$ cat src/rtl/dma_flag_pkg.sv
package dma_flag_pkg;
  localparam int GRP_W  = 4;  // flags per channel group
  localparam int EV_W   = 3;  // event flags: {err, half, done}
  localparam int F_GLB  = 0;
  localparam int F_DONE = 1;
  localparam int F_HALF = 2;
  localparam int F_ERR  = 3;
endpackage

$ cat src/rtl/dma_chan_flags.sv
module dma_chan_flags
  import dma_flag_pkg::*;
(
  input  logic             clk_i,
  input  logic             rst_ni,
  input  logic [EV_W-1:0]  ev_i,       // {err, half, done}
  input  logic             clr_we_i,
  input  logic [GRP_W-1:0] clr_grp_i,  // {err, half, done, glb}
  output logic [GRP_W-1:0] grp_o,
  output logic [EV_W-1:0]  flag_o
);
  logic [EV_W-1:0] flag_q;
  logic [EV_W-1:0] clr_mask;

  // summary clear bit widens to the whole group
  assign clr_mask = clr_we_i ? (clr_grp_i[GRP_W-1:1] | {EV_W{clr_grp_i[F_GLB]}})
                             : '0;

  always_ff @(posedge clk_i or negedge rst_ni) begin
    if (!rst_ni) flag_q <= '0;
    else         flag_q <= (flag_q & ~clr_mask) | ev_i;  // event wins
  end

  assign flag_o = flag_q;
  assign grp_o  = {flag_q, |flag_q};


  evt_wins_chk: assert property (@(posedge clk_i) disable iff (!rst_ni)
    (ev_i != '0) |=> ((flag_q & $past(ev_i)) == $past(ev_i)));


  sticky_chk: assert property (@(posedge clk_i) disable iff (!rst_ni)
    !clr_we_i |=> ((flag_q & $past(flag_q)) == $past(flag_q)));


  glb_clear_chk: assert property (@(posedge clk_i) disable iff (!rst_ni)
    (clr_we_i && clr_grp_i[F_GLB] && ev_i == '0) |=> (grp_o == '0));


  fell_needs_clear_chk: assert property (@(posedge clk_i) disable iff (!rst_ni)
    $fell(grp_o[F_GLB]) |-> $past(clr_we_i));
endmodule

$ cat src/rtl/dma_irq_gate.sv
module dma_irq_gate
  import dma_flag_pkg::*;
(
  input  logic [EV_W-1:0] flag_i,
  input  logic [EV_W-1:0] ie_i,
  output logic            irq_o
);
  assign irq_o = |(flag_i & ie_i);
endmodule

$ cat src/rtl/dma_irq_flags.sv
module dma_irq_flags
  import dma_flag_pkg::*;
#(
  parameter int NUM_CH  = 7,
  parameter int USED_CH = 7,
  parameter int STAT_W  = 32
) (
  input  logic              clk_i,
  input  logic              rst_ni,
  input  logic [NUM_CH-1:0] ev_done_i,
  input  logic [NUM_CH-1:0] ev_half_i,
  input  logic [NUM_CH-1:0] ev_err_i,
  input  logic [NUM_CH-1:0] ie_done_i,
  input  logic [NUM_CH-1:0] ie_half_i,
  input  logic [NUM_CH-1:0] ie_err_i,
  input  logic              clr_we_i,
  input  logic [STAT_W-1:0] clr_data_i,
  output logic [STAT_W-1:0] status_o,
  output logic [NUM_CH-1:0] irq_o
);
  localparam int GRPS_W = NUM_CH * GRP_W;
  localparam int PAD_W  = STAT_W - GRPS_W;

  logic [GRPS_W-1:0] grp_all;
  logic              unused_pad;

  assign unused_pad = ^clr_data_i[STAT_W-1:GRPS_W];
  assign status_o   = {{PAD_W{1'b0}}, grp_all};

  for (genvar c = 0; c < NUM_CH; c++) begin : g_ch
    if (c < USED_CH) begin : g_used
      logic [EV_W-1:0] flag;
      dma_chan_flags u_flags (
        .clk_i     (clk_i),
        .rst_ni    (rst_ni),
        .ev_i      ({ev_err_i[c], ev_half_i[c], ev_done_i[c]}),
        .clr_we_i  (clr_we_i),
        .clr_grp_i (clr_data_i[c*GRP_W +: GRP_W]),
        .grp_o     (grp_all[c*GRP_W +: GRP_W]),
        .flag_o    (flag)
      );
      dma_irq_gate u_gate (
        .flag_i (flag),
        .ie_i   ({ie_err_i[c], ie_half_i[c], ie_done_i[c]}),
        .irq_o  (irq_o[c])
      );
    end else begin : g_unused
      logic unused_in;
      assign unused_in = ^{ev_done_i[c], ev_half_i[c], ev_err_i[c],
                           ie_done_i[c], ie_half_i[c], ie_err_i[c],
                           clr_data_i[c*GRP_W +: GRP_W]};
      assign grp_all[c*GRP_W +: GRP_W] = '0;
      assign irq_o[c] = 1'b0;
    end
  end
endmodule

$ cat config.mk
export PLATFORM = sky130hd
export DESIGN_NAME = dma_irq_flags
export DESIGN_NICKNAME = d
export VERILOG_FILES = /design/src/rtl/dma_flag_pkg.sv /design/src/rtl/dma_chan_flags.sv /design/src/rtl/dma_irq_gate.sv /design/src/rtl/dma_irq_flags.sv
export SDC_FILE = /design/constraint.sdc
export NUM_CORES = 1
export LEC_CHECK = 0
export ABC_CLOCK_PERIOD_IN_PS = 1090
export BUFFER_PORTS_ARGS = -buffer_cell sky130_fd_sc_hd__clkbuf_2
export CORE_MARGIN = 1.5
export CORE_UTILIZATION = 35
export DETAILED_ROUTE_END_ITERATION = 16
export HOLD_SLACK_MARGIN = 0.15
export PLACE_DENSITY = 0.78
export SYNTH_ARGS = -nofsm -noshare
export SYNTH_HDL_FRONTEND = slang
export SYNTH_HIERARCHICAL = 1
export SYNTH_SLANG_ARGS = --single-unit
$ cat constraint.sdc
create_clock -name clk_i -period 1.09 [get_ports clk_i]
set_input_delay 0.109 -clock clk_i [delete_from_list [all_inputs] [get_ports clk_i]]
set_output_delay 0.109 -clock clk_i [all_outputs]
set_load 0.03 [all_outputs]
==> results.toml <==
[outcome]
status = "complete, but fails checks"
failed_checks = "setup timing"

[drt]
avgRoutedWirePerCell_um = 15.5
firstDrtPassIters = 4
drtAntennaViolNets = 0
viasPerCell = 4.89
dr_total_vias = 1466
drc_errors = 0
routed_wl_mm = 4.65
first_iter_violations = 77

[final_layout]
largest_register_ffs = 21
n_antenna_cell = 0
fillCellCount = 197
fin_nets = 334
syn_to_final_growth_pct = 116
stdcell_area_um2 = 2440
layout_commonest_cell = "clkbuf_2"
mostFrequentLayoutCells = "clkbuf_2 (74), dlygate4sd3_1 (30), buf_6 (25), o21ai_0 (21), dfrtp_1 (21)"
drive_gt1_share_pct = 58.2

[critical_path]
crit_end = "status_o[4]"
crit_fanout = 3
required_ps = 980
cp-startpoint = "g_ch[1].g_used.u_flags/flag_o[0]$_DFF_PN0_"
r2r-start = "g_ch[4].g_used.u_flags/flag_o[1]$_DFF_PN0_"
critPathTopFamily = "flip-flops"
start_kind = "register"
critPathBufInv = 2
critical_path_arrival_ps = 1350
path_class = "reg2out"
r2r_slack_ps = -10
crit_cells = 3
crit_chain = "buf_4 > or3_1 > clkbuf_8"
r2r-end = "g_ch[4].g_used.u_flags/flag_o[1]$_DFF_PN0_"
cpPeakStageDelay_ps = 390
critPathSlowestCell = "dfrtp_1"
ff2ff_path_depth = 4
endpoint_kind = "output port"

[global_route]
antenna_found_initial = 0
gr-total-overflow = 0
globalRouteTotalUtil_pct = 23.8
grt_pass1_vias = 1450
grt_start_max_net_pins = 22
grt_pass1_wl_mm = 6.28

[place]
portBuffers = 107
dpl_cell_area_um2 = 1570
gp_congestion = 0.755
hpwl_mm = 2.43

[synth]
synth_top_family_by_area = "compound AO/OA/AOI/OAI gates"
ys_top_cells_by_area = "dfrtp_1 (47%), buf_4 (17%), a21o_1 (9.3%)"
synth_mux_area_share_pct = 0
ys_warn_count = 6
syn-instance-count = 110
synth-simple-area-share_pct = 3.88
synth_xor_area_share_pct = 0
synth.distinct_cells = 9
syn_area_um2 = 1130
ys_seq_elements = 21
yosys.area.top_type = "dfrtp_1"
syn_avg_cell_area_um2 = 10.3
synth_compound_area_share_pct = 30.3
netlist.area_leader.share_pct = 46.6
synth_fa_ha_area_share_pct = 0
ys_seq_area_share_pct = 46.6

[timing]
fin_skew_ps = 0
relSlewSlack_pct = 65.0
hold_violations = 0
setup_ws_ps = -374
max_freq_mhz = 683
period_share_pct = 134
period_needed_ps = 1460
rsz0062_at_grt = "yes"
hold_slack_ps = 160
finalSetupViolations = 24
slew_viol_final = 0
worst-slew-pin-transition_ps = 525

[clocking]
htreeDepth = 1
cts_tree = "done"
clkTransAtPathRegs_ps = 110
cts_max_path_buffers = 2
clock_latency_ps = 290
cts.sinks = 21
cts_buffers = 3
clockRootBuffer = "clkbuf_4"

[power]
pwr_density_cell_nw_per_um2 = 909
peakVddDrop_mv = 0.743
power.leakage_uw = 0.00123

[hold_path]
hold_path.class = "in2reg"
hold_path.startpoint = "clr_data_i[5]"

[die]
initial_core_util_pct = 37.0
die_area_um2 = 3570
placementRows = 20
core_area_um2 = 3050
die_x_um = 59.8
die_height_um = 59.8
ios = 116

[flow_run]
maxCapViolCount = 0
final cells by class:
| class | instances | area, um^2 | share of cell area [%] |
|---|---|---|---|
| repair buffers | 164 | 1380 | 56.6 |
| flip-flops and latches | 21 | 526 | 21.5 |
| inverters | 7 | 26.3 | 1.08 |
| well taps | 44 | 55.1 | 2.26 |
| clock buffers | 4 | 26.3 | 1.08 |
| multi-input cells | 60 | 425 | 17.4 |
worst register-to-register path, cell delays in order, from the launching register on:
cell and delay, ps:
dfrtp_1 440, buf_6 140, buf_4 130, buf_4 120
a21o_2 180
metrics by stage:
stage / power (uW) / setup WS (ps) / std cells / util [%] / setup TNS [ps]
after floorplan: 1290 / 92.3 / 113 / - / 0
after global placement: 1460 / 15.6 / 243 / 51.5 / 0
after detailed placement: 1470 / -27.7 / 243 / 51.5 / -37.7
after CTS: 2100 / -349 / 290 / 74.3 / -4690
after global routing: 2340 / -478 / 300 / 80.0 / -6890
final: 2220 / -374 / 300 / 80.0 / -5060
synth_stat cells:
| master | number |
|---|---|
| a21o_2 | 7 |
| a21o_1 | 14 |
| inv_1 | 7 |
| or3_1 | 7 |
| a222oi_1 | 7 |
| buf_4 | 25 |
| conb_1 | 1 |
| o21ai_0 | 21 |
| dfrtp_1 | 21 |
cells by family (layout without fill, tap and decap cells):
kind of cell,count (synthesis),count (layout)
other,1,4
buffers and inverters,32,175
and+or+nand+nor,7,7
AOI/OAI and AO/OA,49,49
DFF,21,21
power by group:
group | switching (uW) | internal, uW
logic | 429 | 529
registers | 61.7 | 836
clock network | 221 | 142
what timing repair did:
action,4_1_cts,5_1_grt
setup endpoints to repair,18,31
pin swaps,11,6
hold endpoints to repair,42,2
hold buffers,28,2
resized for setup,67,49
buffers inserted,15,13
layer usage:
metal  GRT usage [%]  vias to the layer above  share of wire (%)
li1                -                      668                  -
met3            5.84                       24                7.1
met2            50.6                       83                 58
met1            20.0                      691                 30
met4            8.89                        0                4.8
met5               0                        -                  0
worst min path at each step:
stage                                                       endpoint  slack, ps  cells after the start
after floorplan           g_ch[0].g_used.u_flags/flag_o[0]$_DFF_PN0_       -190                      0
after global placement    g_ch[4].g_used.u_flags/flag_o[0]$_DFF_PN0_        120                      1
after detailed placement  g_ch[4].g_used.u_flags/flag_o[0]$_DFF_PN0_        110                      1
after CTS                 g_ch[4].g_used.u_flags/flag_o[0]$_DFF_PN0_        150                      3
after global routing      g_ch[6].g_used.u_flags/flag_o[0]$_DFF_PN0_        150                      3
final                     g_ch[1].g_used.u_flags/flag_o[0]$_DFF_PN0_        160                      3
Power figures use the tool's default switching activity.
